`src/rtl/dma_xfer_pkg.sv`:
```
package dma_xfer_pkg;

   // Why a copy came to an end; decoded into the output strobes.
   typedef enum logic [1:0] {
      END_NONE = 2'd0,
      END_OK   = 2'd1,
      END_SRC  = 2'd2,
      END_DST  = 2'd3
   } end_cause_e;

endpackage

```
`src/rtl/dma_addr_step.sv`:
```
module dma_addr_step #(
   parameter int ADDR_W     = 32,
   parameter int OFS_W      = 16,
   parameter bit SIGNED_OFS = 1'b1
) (
   input  logic [ADDR_W-1:0] base,
   input  logic [OFS_W-1:0]  ofs,
   output logic [ADDR_W-1:0] next
);
   localparam int PAD_W = ADDR_W - OFS_W;

   if (OFS_W > ADDR_W) begin : g_bad_width
      $error("dma_addr_step: OFS_W must not exceed ADDR_W");
   end

   logic [ADDR_W-1:0] ofs_ext;

   if (PAD_W == 0) begin : g_no_pad
      assign ofs_ext = ofs;
   end else if (SIGNED_OFS) begin : g_sext
      assign ofs_ext = {{PAD_W{ofs[OFS_W-1]}}, ofs};
   end else begin : g_zext
      assign ofs_ext = {{PAD_W{1'b0}}, ofs};
   end

   assign next = base + ofs_ext;
endmodule

```
`src/rtl/dma_rd_stage.sv`:
```
module dma_rd_stage #(
   parameter int ADDR_W = 32,
   parameter int DATA_W = 32,
   parameter int CNT_W  = 16
) (
   input  logic              clk,
   input  logic              rst_n,
   input  logic              flush,
   input  logic              issue,
   input  logic [ADDR_W-1:0] issue_addr,
   input  logic [CNT_W-1:0]  issue_rem,
   input  logic              resp,
   input  logic [DATA_W-1:0] resp_data,
   input  logic              take,
   output logic              pending,
   output logic [ADDR_W-1:0] pend_addr,
   output logic [CNT_W-1:0]  pend_rem,
   output logic              full,
   output logic [DATA_W-1:0] beat_data,
   output logic [ADDR_W-1:0] beat_src,
   output logic [CNT_W-1:0]  beat_rem
);
   always_ff @(posedge clk or negedge rst_n) begin
      if (!rst_n) begin
         pending   <= 1'b0;
         pend_addr <= '0;
         pend_rem  <= '0;
         full      <= 1'b0;
         beat_data <= '0;
         beat_src  <= '0;
         beat_rem  <= '0;
      end else if (flush) begin
         pending <= 1'b0;
         full    <= 1'b0;
      end else begin
         if (issue) begin
            pending   <= 1'b1;
            pend_addr <= issue_addr;
            pend_rem  <= issue_rem;
         end else if (resp) begin
            pending <= 1'b0;
         end
         // Data is captured even when the response reports an error.
         if (resp) begin
            full      <= 1'b1;
            beat_data <= resp_data;
            beat_src  <= pend_addr;
            beat_rem  <= pend_rem;
         end else if (take) begin
            full <= 1'b0;
         end
      end
   end

   // a beat never lands on a buffer that still holds one
   a_r2_no_overfill: assert property (@(posedge clk) disable iff (!rst_n)
      resp |-> !full);
   // a read response always belongs to an outstanding read
   a_r2_resp_matched: assert property (@(posedge clk) disable iff (!rst_n)
      resp |-> pending);
endmodule

```
`src/rtl/dma_wr_stage.sv`:
```
module dma_wr_stage #(
   parameter int ADDR_W = 32,
   parameter int CNT_W  = 16
) (
   input  logic              clk,
   input  logic              rst_n,
   input  logic              flush,
   input  logic              issue,
   input  logic [ADDR_W-1:0] issue_src,
   input  logic [ADDR_W-1:0] issue_dst,
   input  logic [CNT_W-1:0]  issue_rem,
   input  logic              resp,
   output logic              pending,
   output logic [ADDR_W-1:0] pend_src,
   output logic [ADDR_W-1:0] pend_dst,
   output logic [CNT_W-1:0]  pend_rem
);
   always_ff @(posedge clk or negedge rst_n) begin
      if (!rst_n) begin
         pending  <= 1'b0;
         pend_src <= '0;
         pend_dst <= '0;
         pend_rem <= '0;
      end else if (flush) begin
         pending <= 1'b0;
      end else if (issue) begin
         pending  <= 1'b1;
         pend_src <= issue_src;
         pend_dst <= issue_dst;
         pend_rem <= issue_rem;
      end else if (resp) begin
         pending <= 1'b0;
      end
   end

   // a second write is never issued over an outstanding one
   a_r2_one_write: assert property (@(posedge clk) disable iff (!rst_n)
      issue |-> !pending);
   // a write response always belongs to an outstanding write
   a_r2_wresp_matched: assert property (@(posedge clk) disable iff (!rst_n)
      resp |-> pending);
endmodule

```
`src/rtl/dma_xfer_engine.sv`:
```
module dma_xfer_engine
   import dma_xfer_pkg::*;
#(
   parameter int ADDR_W     = 32,
   parameter int DATA_W     = 32,
   parameter int OFS_W      = 16,
   parameter int CNT_W      = 16,
   parameter bit SIGNED_OFS = 1'b1
) (
   input  logic              clk,
   input  logic              rst_n,
   input  logic              start,
   input  logic [ADDR_W-1:0] cfg_src,
   input  logic [ADDR_W-1:0] cfg_dst,
   input  logic [OFS_W-1:0]  cfg_soff,
   input  logic [OFS_W-1:0]  cfg_doff,
   input  logic [CNT_W-1:0]  cfg_count,
   input  logic              cfg_irq_en,
   output logic              busy,
   output logic              rd_req,
   output logic [ADDR_W-1:0] rd_addr,
   input  logic              rd_resp,
   input  logic [DATA_W-1:0] rd_data,
   input  logic              rd_err,
   output logic              wr_req,
   output logic [ADDR_W-1:0] wr_addr,
   output logic [DATA_W-1:0] wr_data,
   input  logic              wr_resp,
   input  logic              wr_err,
   output logic              wb_valid,
   output logic [ADDR_W-1:0] wb_src,
   output logic [ADDR_W-1:0] wb_dst,
   output logic [CNT_W-1:0]  wb_count,
   output logic              done,
   output logic              irq,
   output logic              src_err,
   output logic              dst_err
);
   localparam logic [CNT_W-1:0] CNT_ONE = CNT_W'(1);

   if (OFS_W < 1 || OFS_W > ADDR_W) begin : g_bad_ofs
      $error("dma_xfer_engine: OFS_W must lie in 1..ADDR_W");
   end
   if (CNT_W < 1 || DATA_W < 1) begin : g_bad_cnt
      $error("dma_xfer_engine: CNT_W and DATA_W must be positive");
   end

   // Channel state
   logic              active;
   logic              flt_src_q, flt_dst_q, irq_en_q;
   logic [ADDR_W-1:0] rd_next, wr_next;
   logic [OFS_W-1:0]  soff_q, doff_q;
   logic [CNT_W-1:0]  rd_left, wr_left;
   logic [ADDR_W-1:0] flt_src_addr, flt_dst_addr;
   logic [CNT_W-1:0]  flt_cnt;

   // Stage outputs
   logic              rd_pend, beat_full;
   logic [ADDR_W-1:0] rd_pend_addr, beat_src;
   logic [CNT_W-1:0]  rd_pend_rem, beat_rem;
   logic [DATA_W-1:0] beat_data;
   logic              wr_pend;
   logic [ADDR_W-1:0] wr_pend_src, wr_pend_dst;
   logic [CNT_W-1:0]  wr_pend_rem;

   logic [ADDR_W-1:0] src_stepped, dst_stepped;
   logic              flt_any, rd_go, wr_go, finish, dst_hit, src_hit;
   end_cause_e        cause;

   assign flt_any = flt_src_q | flt_dst_q;
   assign rd_go   = active & ~flt_any & ~rd_pend & ~beat_full & (rd_left != '0);
   assign wr_go   = active & ~flt_dst_q & beat_full & ~wr_pend;
   // Write errors rank first: that write belongs to an older iteration.
   assign dst_hit = active & wr_resp & wr_err & ~flt_any;
   assign src_hit = active & rd_resp & rd_err & ~flt_any & ~dst_hit;

   always_comb begin
      cause = END_NONE;
      if (active && !rd_pend && !wr_pend) begin
         if (flt_dst_q)                     cause = END_DST;
         else if (flt_src_q && !beat_full)  cause = END_SRC;
         else if (!flt_any && wr_left == '0) cause = END_OK;
      end
   end
   assign finish = (cause != END_NONE);

   dma_addr_step #(.ADDR_W(ADDR_W), .OFS_W(OFS_W), .SIGNED_OFS(SIGNED_OFS)) u_src_step (
      .base(rd_next), .ofs(soff_q), .next(src_stepped));
   dma_addr_step #(.ADDR_W(ADDR_W), .OFS_W(OFS_W), .SIGNED_OFS(SIGNED_OFS)) u_dst_step (
      .base(wr_next), .ofs(doff_q), .next(dst_stepped));

   dma_rd_stage #(.ADDR_W(ADDR_W), .DATA_W(DATA_W), .CNT_W(CNT_W)) u_rd (
      .clk(clk), .rst_n(rst_n), .flush(finish),
      .issue(rd_go), .issue_addr(rd_next), .issue_rem(rd_left),
      .resp(rd_resp), .resp_data(rd_data), .take(wr_go),
      .pending(rd_pend), .pend_addr(rd_pend_addr), .pend_rem(rd_pend_rem),
      .full(beat_full), .beat_data(beat_data), .beat_src(beat_src), .beat_rem(beat_rem));

   dma_wr_stage #(.ADDR_W(ADDR_W), .CNT_W(CNT_W)) u_wr (
      .clk(clk), .rst_n(rst_n), .flush(finish),
      .issue(wr_go), .issue_src(beat_src), .issue_dst(wr_next), .issue_rem(beat_rem),
      .resp(wr_resp),
      .pending(wr_pend), .pend_src(wr_pend_src), .pend_dst(wr_pend_dst), .pend_rem(wr_pend_rem));

   always_ff @(posedge clk or negedge rst_n) begin
      if (!rst_n) begin
         active       <= 1'b0;
         flt_src_q    <= 1'b0;
         flt_dst_q    <= 1'b0;
         irq_en_q     <= 1'b0;
         rd_next      <= '0;
         wr_next      <= '0;
         soff_q       <= '0;
         doff_q       <= '0;
         rd_left      <= '0;
         wr_left      <= '0;
         flt_src_addr <= '0;
         flt_dst_addr <= '0;
         flt_cnt      <= '0;
      end else if (!active) begin
         if (start) begin
            active    <= 1'b1;
            flt_src_q <= 1'b0;
            flt_dst_q <= 1'b0;
            irq_en_q  <= cfg_irq_en;
            rd_next   <= cfg_src;
            wr_next   <= cfg_dst;
            soff_q    <= cfg_soff;
            doff_q    <= cfg_doff;
            rd_left   <= cfg_count;
            wr_left   <= cfg_count;
         end
      end else if (finish) begin
         active    <= 1'b0;
         flt_src_q <= 1'b0;
         flt_dst_q <= 1'b0;
      end else begin
         if (rd_go) begin
            rd_next <= src_stepped;
            rd_left <= rd_left - CNT_ONE;
         end
         if (wr_go) begin
            wr_next <= dst_stepped;
         end
         if (wr_resp && !wr_err) begin
            wr_left <= wr_left - CNT_ONE;
         end
         if (dst_hit) begin
            flt_dst_q    <= 1'b1;
            flt_src_addr <= wr_pend_src;
            flt_dst_addr <= wr_pend_dst;
            flt_cnt      <= wr_pend_rem;
         end else if (src_hit) begin
            // Write k has not issued yet, so wr_next is still D+k*DO.
            flt_src_q    <= 1'b1;
            flt_src_addr <= rd_pend_addr;
            flt_dst_addr <= wr_next;
            flt_cnt      <= rd_pend_rem;
         end
      end
   end

   assign busy     = active;
   assign rd_req   = rd_go;
   assign rd_addr  = rd_next;
   assign wr_req   = wr_go;
   assign wr_addr  = wr_next;
   assign wr_data  = beat_data;
   assign wb_valid = finish;
   assign wb_src   = flt_any ? flt_src_addr : rd_next;
   assign wb_dst   = flt_any ? flt_dst_addr : wr_next;
   assign wb_count = flt_any ? flt_cnt : '0;
   assign done     = (cause == END_OK);
   assign irq      = (cause == END_OK) & irq_en_q;
   assign src_err  = (cause == END_SRC);
   assign dst_err  = (cause == END_DST);

   // no second read while one is outstanding
   a_r2_one_read: assert property (@(posedge clk) disable iff (!rst_n)
      rd_pend |-> !rd_req);
   // a read error shuts off further reads
   a_r5_no_read_after_src: assert property (@(posedge clk) disable iff (!rst_n)
      (busy && rd_resp && rd_err) |=> !rd_req);
   // a write error shuts off further writes
   a_r6_no_write_after_dst: assert property (@(posedge clk) disable iff (!rst_n)
      (busy && wr_resp && wr_err) |=> !wr_req);
   // error endings never report completion
   a_r8_err_not_done: assert property (@(posedge clk) disable iff (!rst_n)
      (src_err || dst_err) |-> (!done && !irq && wb_valid));
   // busy drops right after the write-back
   a_r9_busy_drops: assert property (@(posedge clk) disable iff (!rst_n)
      wb_valid |=> !busy);
   // an idle engine drives no traffic
   a_r10_idle_quiet: assert property (@(posedge clk) disable iff (!rst_n)
      !busy |-> (!rd_req && !wr_req && !wb_valid));
endmodule

```
`config.mk`:
```
export PLATFORM = sky130hd
export DESIGN_NAME = dma_xfer_engine
export DESIGN_NICKNAME = d
export VERILOG_FILES = /design/src/rtl/dma_xfer_pkg.sv /design/src/rtl/dma_addr_step.sv /design/src/rtl/dma_rd_stage.sv /design/src/rtl/dma_wr_stage.sv /design/src/rtl/dma_xfer_engine.sv
export SDC_FILE = /design/constraint.sdc
export NUM_CORES = 1
export LEC_CHECK = 0
export ABC_AREA = 1
export BUFFER_PORTS_ARGS = -buffer_cell sky130_fd_sc_hd__buf_2
export CORE_UTILIZATION = 53
export DETAILED_ROUTE_END_ITERATION = 12
export PLACE_DENSITY = 0.88
export SLEW_MARGIN = 20
export SYNTH_ARGS = -nofsm -noshare
export SYNTH_HDL_FRONTEND = slang
export SYNTH_SLANG_ARGS = --single-unit
```
`constraint.sdc`:
```
create_clock -name clk -period 2 [get_ports clk]
set_input_delay 0.1 -clock clk [delete_from_list [all_inputs] [get_ports clk]]
set_output_delay 0.1 -clock clk [all_outputs]
set_load 0.1 [all_outputs]
```
==> out/metrics.csv, run 1 <==
metric;value;unit
ios;336;
synthCells;3301;
synthMostInstantiatedCell;nand2_1;
synth_top_family_by_area;simple AND/OR/NAND/NOR gates;
synth-xor-area-share;0.918;%
synth_edf_count;0;
worst_path_end_type;top-level output;
clockBufferDepth;3;
die_y;214;microns
cts_num_sinks;423;
yosysTopAreaCellShare;44.4;%
synth_cell_types;40;
ys_top_cells_by_count;nand2_1, dfrtp_1, inv_1;
die_w;214;microns
cts_htree_levels;2;
error_line;[ERROR GRT-0232] Routing congestion too high. Check the congestion heatmap in the GUI.;
synth-simple-area-share;27.5;%
ys_seq_area_share;44.4;%
synthMuxAreaShare;1.56;%
place_ws;-153;ps
grt_overflow;318;
portBuffers;335;
yosysTopAreaCell;dfrtp_1;
grt_use_total;87.1;%
grt_max_degree;107;
grt_worst_setup_endpoint;wb_src[7];
synth_compound_area_share;12.8;%
yosys.area_share.adder;3.58;%
syn_area_per_cell;7.22;sq um
initial_core_util;53.8;%
synthTopCellsByArea;dfrtp_1, nand2_1, o21ai_0;
syn-num-nets;3520;
row_count;77;
dp_hpwl;56100;microns
mappedNetlistArea;23800;sq um
lastStage;5_1_grt;
ys_async_sr_fraction;100;%
clock-root-buffer;clkbuf_16;
place.gp.congestion;0.974;
cts_buffers;46;
synth_seq_cells;423;
ys.flop_type;dfrtp_1;
status;stopped before the end;
synth_warnings;0;
## repair_timing
item,4_1_cts
endpoints found under the setup margin,352
pin swaps,66
cloned,66
hold buffers,151
setup buffers,71
hold endpoints to repair,546
gates resized for setup,483
## kinds of logic after synthesis
| family | Yosys count |
|---|---|
| AOI/OAI and AO/OA | 561 |
| xor gates and xnor gates | 25 |
| adders and majority gates | 67 |
| buffers and inverters | 548 |
| DFF | 423 |
| muxes | 33 |
| and+or+nand+nor | 1644 |
## routing by layer
layer  GRT overflow  track usage (%)
met5             12             63.2
met4            119             85.7
met3             35             82.3
met2            133             96.2
met1             19             85.0
## through the flow
stage	area, sq um	std cells	util [%]
after detailed placement	29500	4321	66.6
after CTS	36700	4691	82.7
after floorplan	24700	3301	-
after global placement	29500	4321	66.6
==> run 2, diff against run 1 <==
- CORE_UTILIZATION: 53 -> 40
- PLACE_DENSITY: 0.88 -> unset
- PLACE_DENSITY_LB_ADDON: unset -> 0.15
- clock period: 2 -> 2.6 ns (I/O delays scaled with it)
==> run 2 against run 1 <==
The flow now finishes without violations. Synthesized area stayed put. Synthesized cell count stayed put.
==> out/metrics.csv, run 2 <==
metric;value;unit;change
drcViolationCount;0;;
clock_latency;610;ps;
finalHoldViolCount;0;;
worstReg2RegStart;rd_addr[0];;
die_y;246;microns;+15%
hold_class;primary input to flop;;
drv_cap;0;;
final_cell_mix;nand2_1, dfrtp_1, inv_1;;
syn_area_per_cell;7.22;sq um;unchanged
rr_endpoint;rd_addr[20];;
cp-end-kind;primary output;;
synth-xor-area-share;0.918;%;unchanged
rrSetupSlack;270;ps;
fmax;393;MHz;
startpoint;flt_src_q;;
rsz0062_at_grt;no;;
clockBufferDepth;3;;unchanged
areaGrowthSynthToFinish;26.2;%;
ant_nets;0;;
core;58900;sq um;
ys.flop_type;dfrtp_1;;
first_iter_violations;1548;;
vias;22300;;
cp.required;2470;ps;
tightestPinTransition;591;ps;
portBuffers;335;;unchanged
synthMostInstantiatedCell;nand2_1;;
cts_tree;done;;
status;completed;;
critical_path_class;flop to primary output;;
cts_num_sinks;423;;unchanged
grt_overflow;0;;
dp.cells;4338;;+0.39%
clock_skew;30.6;ps;
path_max_fanout;56;;
synth_warnings;0;;unchanged
synth_seq_cells;423;;unchanged
nNetsFinal;3985;;
slew_headroom;60.6;%;
num-fill-cells;5801;;
setup_viol;0;;
drive_above_1_share;16.3;%;
tns;0;ps;
clock-root-buffer;clkbuf_16;;
routed_wirelength;75400;microns;
viasPerCell;4.86;;
synth-simple-area-share;27.5;%;unchanged
reg2reg_depth;12;;
row_count;89;;+16%
yosys.area_share.adder;3.58;%;unchanged
ys_seq_area_share;44.4;%;unchanged
cts_buffers;48;;+4.3%
synthMuxAreaShare;1.56;%;unchanged
layoutNonFillerInstCount;4575;;
period_needed;2540;ps;
grt_pass1_wl;116000;microns;
ys_async_sr_fraction;100;%;unchanged
cts_htree_levels;2;;unchanged
finalCritPeriodShare;97.8;%;
antenna_found_initial;2;;
ios;336;;unchanged
dr.pass1.iters;8;;
synthTopCellsByArea;dfrtp_1, nand2_1, o21ai_0;;
maxSlewViolCount;0;;
synth_edf_count;0;;unchanged
yosysTopAreaCell;dfrtp_1;;
clkTransAtPathRegs;60;ps;
die_w;246;microns;+15%
yosysTopAreaCellShare;44.4;%;unchanged
whs;65.1;ps;
dp_hpwl;54100;microns;-3.7%
ys_top_cells_by_count;nand2_1, dfrtp_1, inv_1;;
synth_compound_area_share;12.8;%;unchanged
wl_per_cell;16.5;microns;
arrival;2410;ps;
grt_pass1_vias;20300;;
grt_use_total;24.5;%;
synth_cell_types;40;;unchanged
mappedNetlistArea;23800;sq um;unchanged
critPathCapture;wb_src[14];;
critPathLaunchType;flop;;
dieArea;60600;sq um;
final_common_cell;nand2_1;;
place.gp.congestion;0.960;;-1.5%
syn-num-nets;3520;;unchanged
synthCells;3301;;unchanged
initial_core_util;40.5;%;-13 points
synth_top_family_by_area;simple AND/OR/NAND/NOR gates;;
grt_max_degree;115;;
## run 2: area by class of cell
class	instances	area, sq um	area share (%)
Tap cell	773	967	3.21
Clock buffer	70	1390	4.63
Sequential cell	423	10600	35.2
Multi-Input combinational cell	2330	11300	37.4
Antenna cell	2	5.00	0.0166
Clock inverter	14	184	0.611
Timing Repair Buffer	550	4140	13.8
Inverter	413	1550	5.16
## run 2: logic make-up (layout without fill, tap and decap cells)
family | after synthesis | in the layout
adder cells (fa/ha/maj) | 67 | 67
flip-flops | 423 | 423
other | 0 | 2
buffers and inverters | 548 | 1047
multiplexers | 33 | 33
AO/OA/AOI/OAI | 561 | 561
AND/OR/NAND/NOR | 1644 | 1644
XOR/XNOR | 25 | 25
## run 2: worst min path at each step
stage,start,endpoint,slack (ps),depth (start not counted)
2_1_floorplan,rst_n,busy,-170,0
3_3_place_gp,rst_n,u_rd.beat_data[31],140,1
3_5_place_dp,rst_n,u_rd.beat_data[31],140,1
4_1_cts,wr_err,wr_left[13],40,5
5_1_grt,wr_err,wr_left[3],80,5
6_report,wr_err,wr_left[13],70,5
## run 2: layer usage
metal | track usage (%) | share of wire (%) | vias to the layer above
met1 | 37.8 | 50 | 10300
met3 | 3.41 | 5.4 | 97
met2 | 35.6 | 42 | 587
met5 | 0 | 0.016 | -
met4 | 6.23 | 2.2 | 2
li1 | - | - | 11300
## run 2: critical path, stage by stage (launching register included)
cell       delay (ps)
dfrtp_1           390
inv_2             120
nand2_8           150
clkbuf_16         300
o21ai_1           380
buf_4             370
## run 2: through the flow
step	utilization [%]	setup WS (ps)	instance area, sq um
final	51.1	58.2	30100
after global routing	51.1	0.0571	30100
after CTS	51.0	6.88	30000
after global placement	45.7	328	26900
after floorplan	-	4.92	24000
after detailed placement	45.7	297	26900
## run 2: repair_timing
action                                 CTS  global route
resized for setup                       18             7
hold buffers                           150             0
endpoints found under the hold margin  333             0
setup endpoints to repair               30            44
buffers inserted                         0             0
cloned                                   0             1
Power of run 2 is left out: the tool's default activity adds up to more than one toggle a clock period on the data nets, which glitch-free logic cannot reach.
==> run 3, diff against run 2 <==
- clock period: 2.6 -> 2.7 ns (I/O delays scaled with it)
==> run 3 against run 2 <==
Utilization down 0.52 points. Clock skew down 8.2 ps. Routed wire length down 1.8%. Register-to-register slack about the same. Non-clock buffer count down 17. Cell area down 1.0%. Cell count down 0.17%. Global-route usage down 0.093 points. Worst hold slack better by 40 ps. First-iteration DRC count down 6.8%. Sequential share of layout area up 0.36 points. Critical path depth up 1. Critical endpoint is now wb_src[3]. Highest routed layer unchanged.
==> out/metrics.csv, run 3 (synthesis results as in run 2) <==
metric;value;unit;change
dr.pass1.iters;5;;-3
die_y;246;microns;unchanged
clkTransAtPathRegs;60;ps;about the same
antenna_found_initial;9;;+7
clock_latency;620;ps;about the same
first_iter_violations;1442;;-6.8%
cts_buffers;49;;+2.1%
vias;22100;;-0.78%
clock_skew;22.4;ps;-8.19 ps
critPathLaunchType;flop;;
initial_core_util;40.5;%;unchanged
ant_nets;0;;unchanged
viasPerCell;4.84;;-0.61%
tns;0;ps;unchanged
wl_per_cell;16.2;microns;-1.7%
portBuffers;335;;unchanged
cpMaxStageDelayCell;buf_2;;
critical_path_class;flop to primary output;;
final_cell_mix;nand2_1, dfrtp_1, inv_1;;
place.gp.congestion;0.922;;-3.9%
cp_cell_sequence;inv_2 > nand2_4 > buf_12 > nand2_1 > o21ai_1 > buf_2;;
core;58900;sq um;unchanged
routed_wirelength;74000;microns;-1.8%
tightestPinTransition;1050;ps;+456 ps
num-fill-cells;5834;;+0.57%
grt_max_degree;130;;+13%
grt_pass1_wl;117000;microns;+0.87%
row_count;89;;unchanged
maxSlewViolCount;0;;unchanged
grt_use_total;24.4;%;-0.093 points
grt_pass1_vias;21000;;+3.7%
cts_num_sinks;423;;unchanged
grt_overflow;0;;unchanged
cp-end-kind;primary output;;
final_common_cell;nand2_1;;
slew_headroom;30.2;%;-30 points
status;completed;;
multi_input_area;11100;sq um;-1.4%
clock-root-buffer;clkbuf_16;;
ios;336;;unchanged
hold_class;primary input to asynchronous set/reset pin;;
drive_above_1_share;15.1;%;-1.2 points
drv_cap;0;;unchanged
dp_hpwl;52400;microns;-3.2%
path_max_fanout;129;;+130%
register_area;10600;sq um;unchanged
rsz0062_at_grt;no;;
finalHoldViolCount;0;;unchanged
nNetsFinal;3969;;-0.40%
period_needed;2560;ps;
cp.required;2570;ps;+100 ps
finalCritPeriodShare;94.9;%;
dieArea;60600;sq um;unchanged
cpPeakStageDelay;500;ps;+110 ps
areaGrowthSynthToFinish;24.9;%;
setup_viol;0;;unchanged
fmax;390;MHz;
cts_tree;done;;
clockBufferDepth;3;;unchanged
drcViolationCount;0;;unchanged
arrival;2430;ps;+20 ps
die_w;246;microns;unchanged
cts_htree_levels;2;;unchanged
-- run 3: cell types whose count changed in the layout (fill, tap and decap cells not counted), sizes merged --
cell	delta
diode	+3
dlygate4sd3	+1
clkbuf	-9
inv	+4
clkinvlp	-2
clkinv	+3
buf	-11
bufinv	+3
-- run 3: final timing paths --
check	from	endpoint	slack (ps)	cells past startpoint
setup / recovery	flt_src_q	wb_src[3]	140	6
hold / removal	rst_n	u_wr.pend_src[30]	100	2
setup reg to reg	doff_q[15]	wr_addr[27]	260	10
hold reg to reg	u_rd.beat_data[18]	u_rd.beat_data[18]	460	2
max in group asynchronous	rst_n	u_rd.beat_rem[11]	1750	3
min in group clk	rd_data[2]	u_rd.beat_data[2]	270	4
-- run 3: final cells by class --
cell class | count | share of cell area [%]
Antenna cell | 5 | 0.0420
Clock inverter | 22 | 0.983
Timing Repair Buffer | 533 | 12.9
Clock buffer | 68 | 4.79
Tap cell | 773 | 3.25
Inverter | 413 | 5.21
Multi-Input combinational cell | 2330 | 37.3
Sequential cell | 423 | 35.6
-- run 3: through the flow --
step	instances	hold WS (ps)	util, %	worst slack (ps)	cell area [sq um]
global placement	4321	176	45.0	265	26500
detailed placement	4321	171	45.0	267	26500
finish	4567	105	50.6	137	29800
floorplan	3301	-161	-	29.2	23900
global route	4564	124	50.5	6.97	29800
CTS	4562	95.6	50.5	19.1	29800
-- run 3: per-layer routing --
| metal | vias to the layer above | track usage [%] | routed length, microns |
|---|---|---|---|
| met4 | 10 | 8.31 | 2240 |
| met2 | 534 | 38.6 | 33000 |
| li1 | 11300 | - | - |
| met3 | 134 | 4.39 | 3930 |
| met1 | 10100 | 33.6 | 34700 |
| met5 | - | 0 | 60 |
-- run 3: critical path: cells and delay by family, from the launching register on --
| family | cells | cell delay (ps) |
|---|---|---|
| simple gates | 2 | 170 |
| compound gates | 1 | 230 |
| flops | 1 | 360 |
| buf+inv | 3 | 1020 |
-- run 3: what timing repair did --
item,CTS,global route
hold buffers,151,0
hold endpoints to repair,377,0
endpoints found under the setup margin,0,3
setup buffers,0,0
gates resized for setup,0,3
Power of run 3 is left out for the same reason.
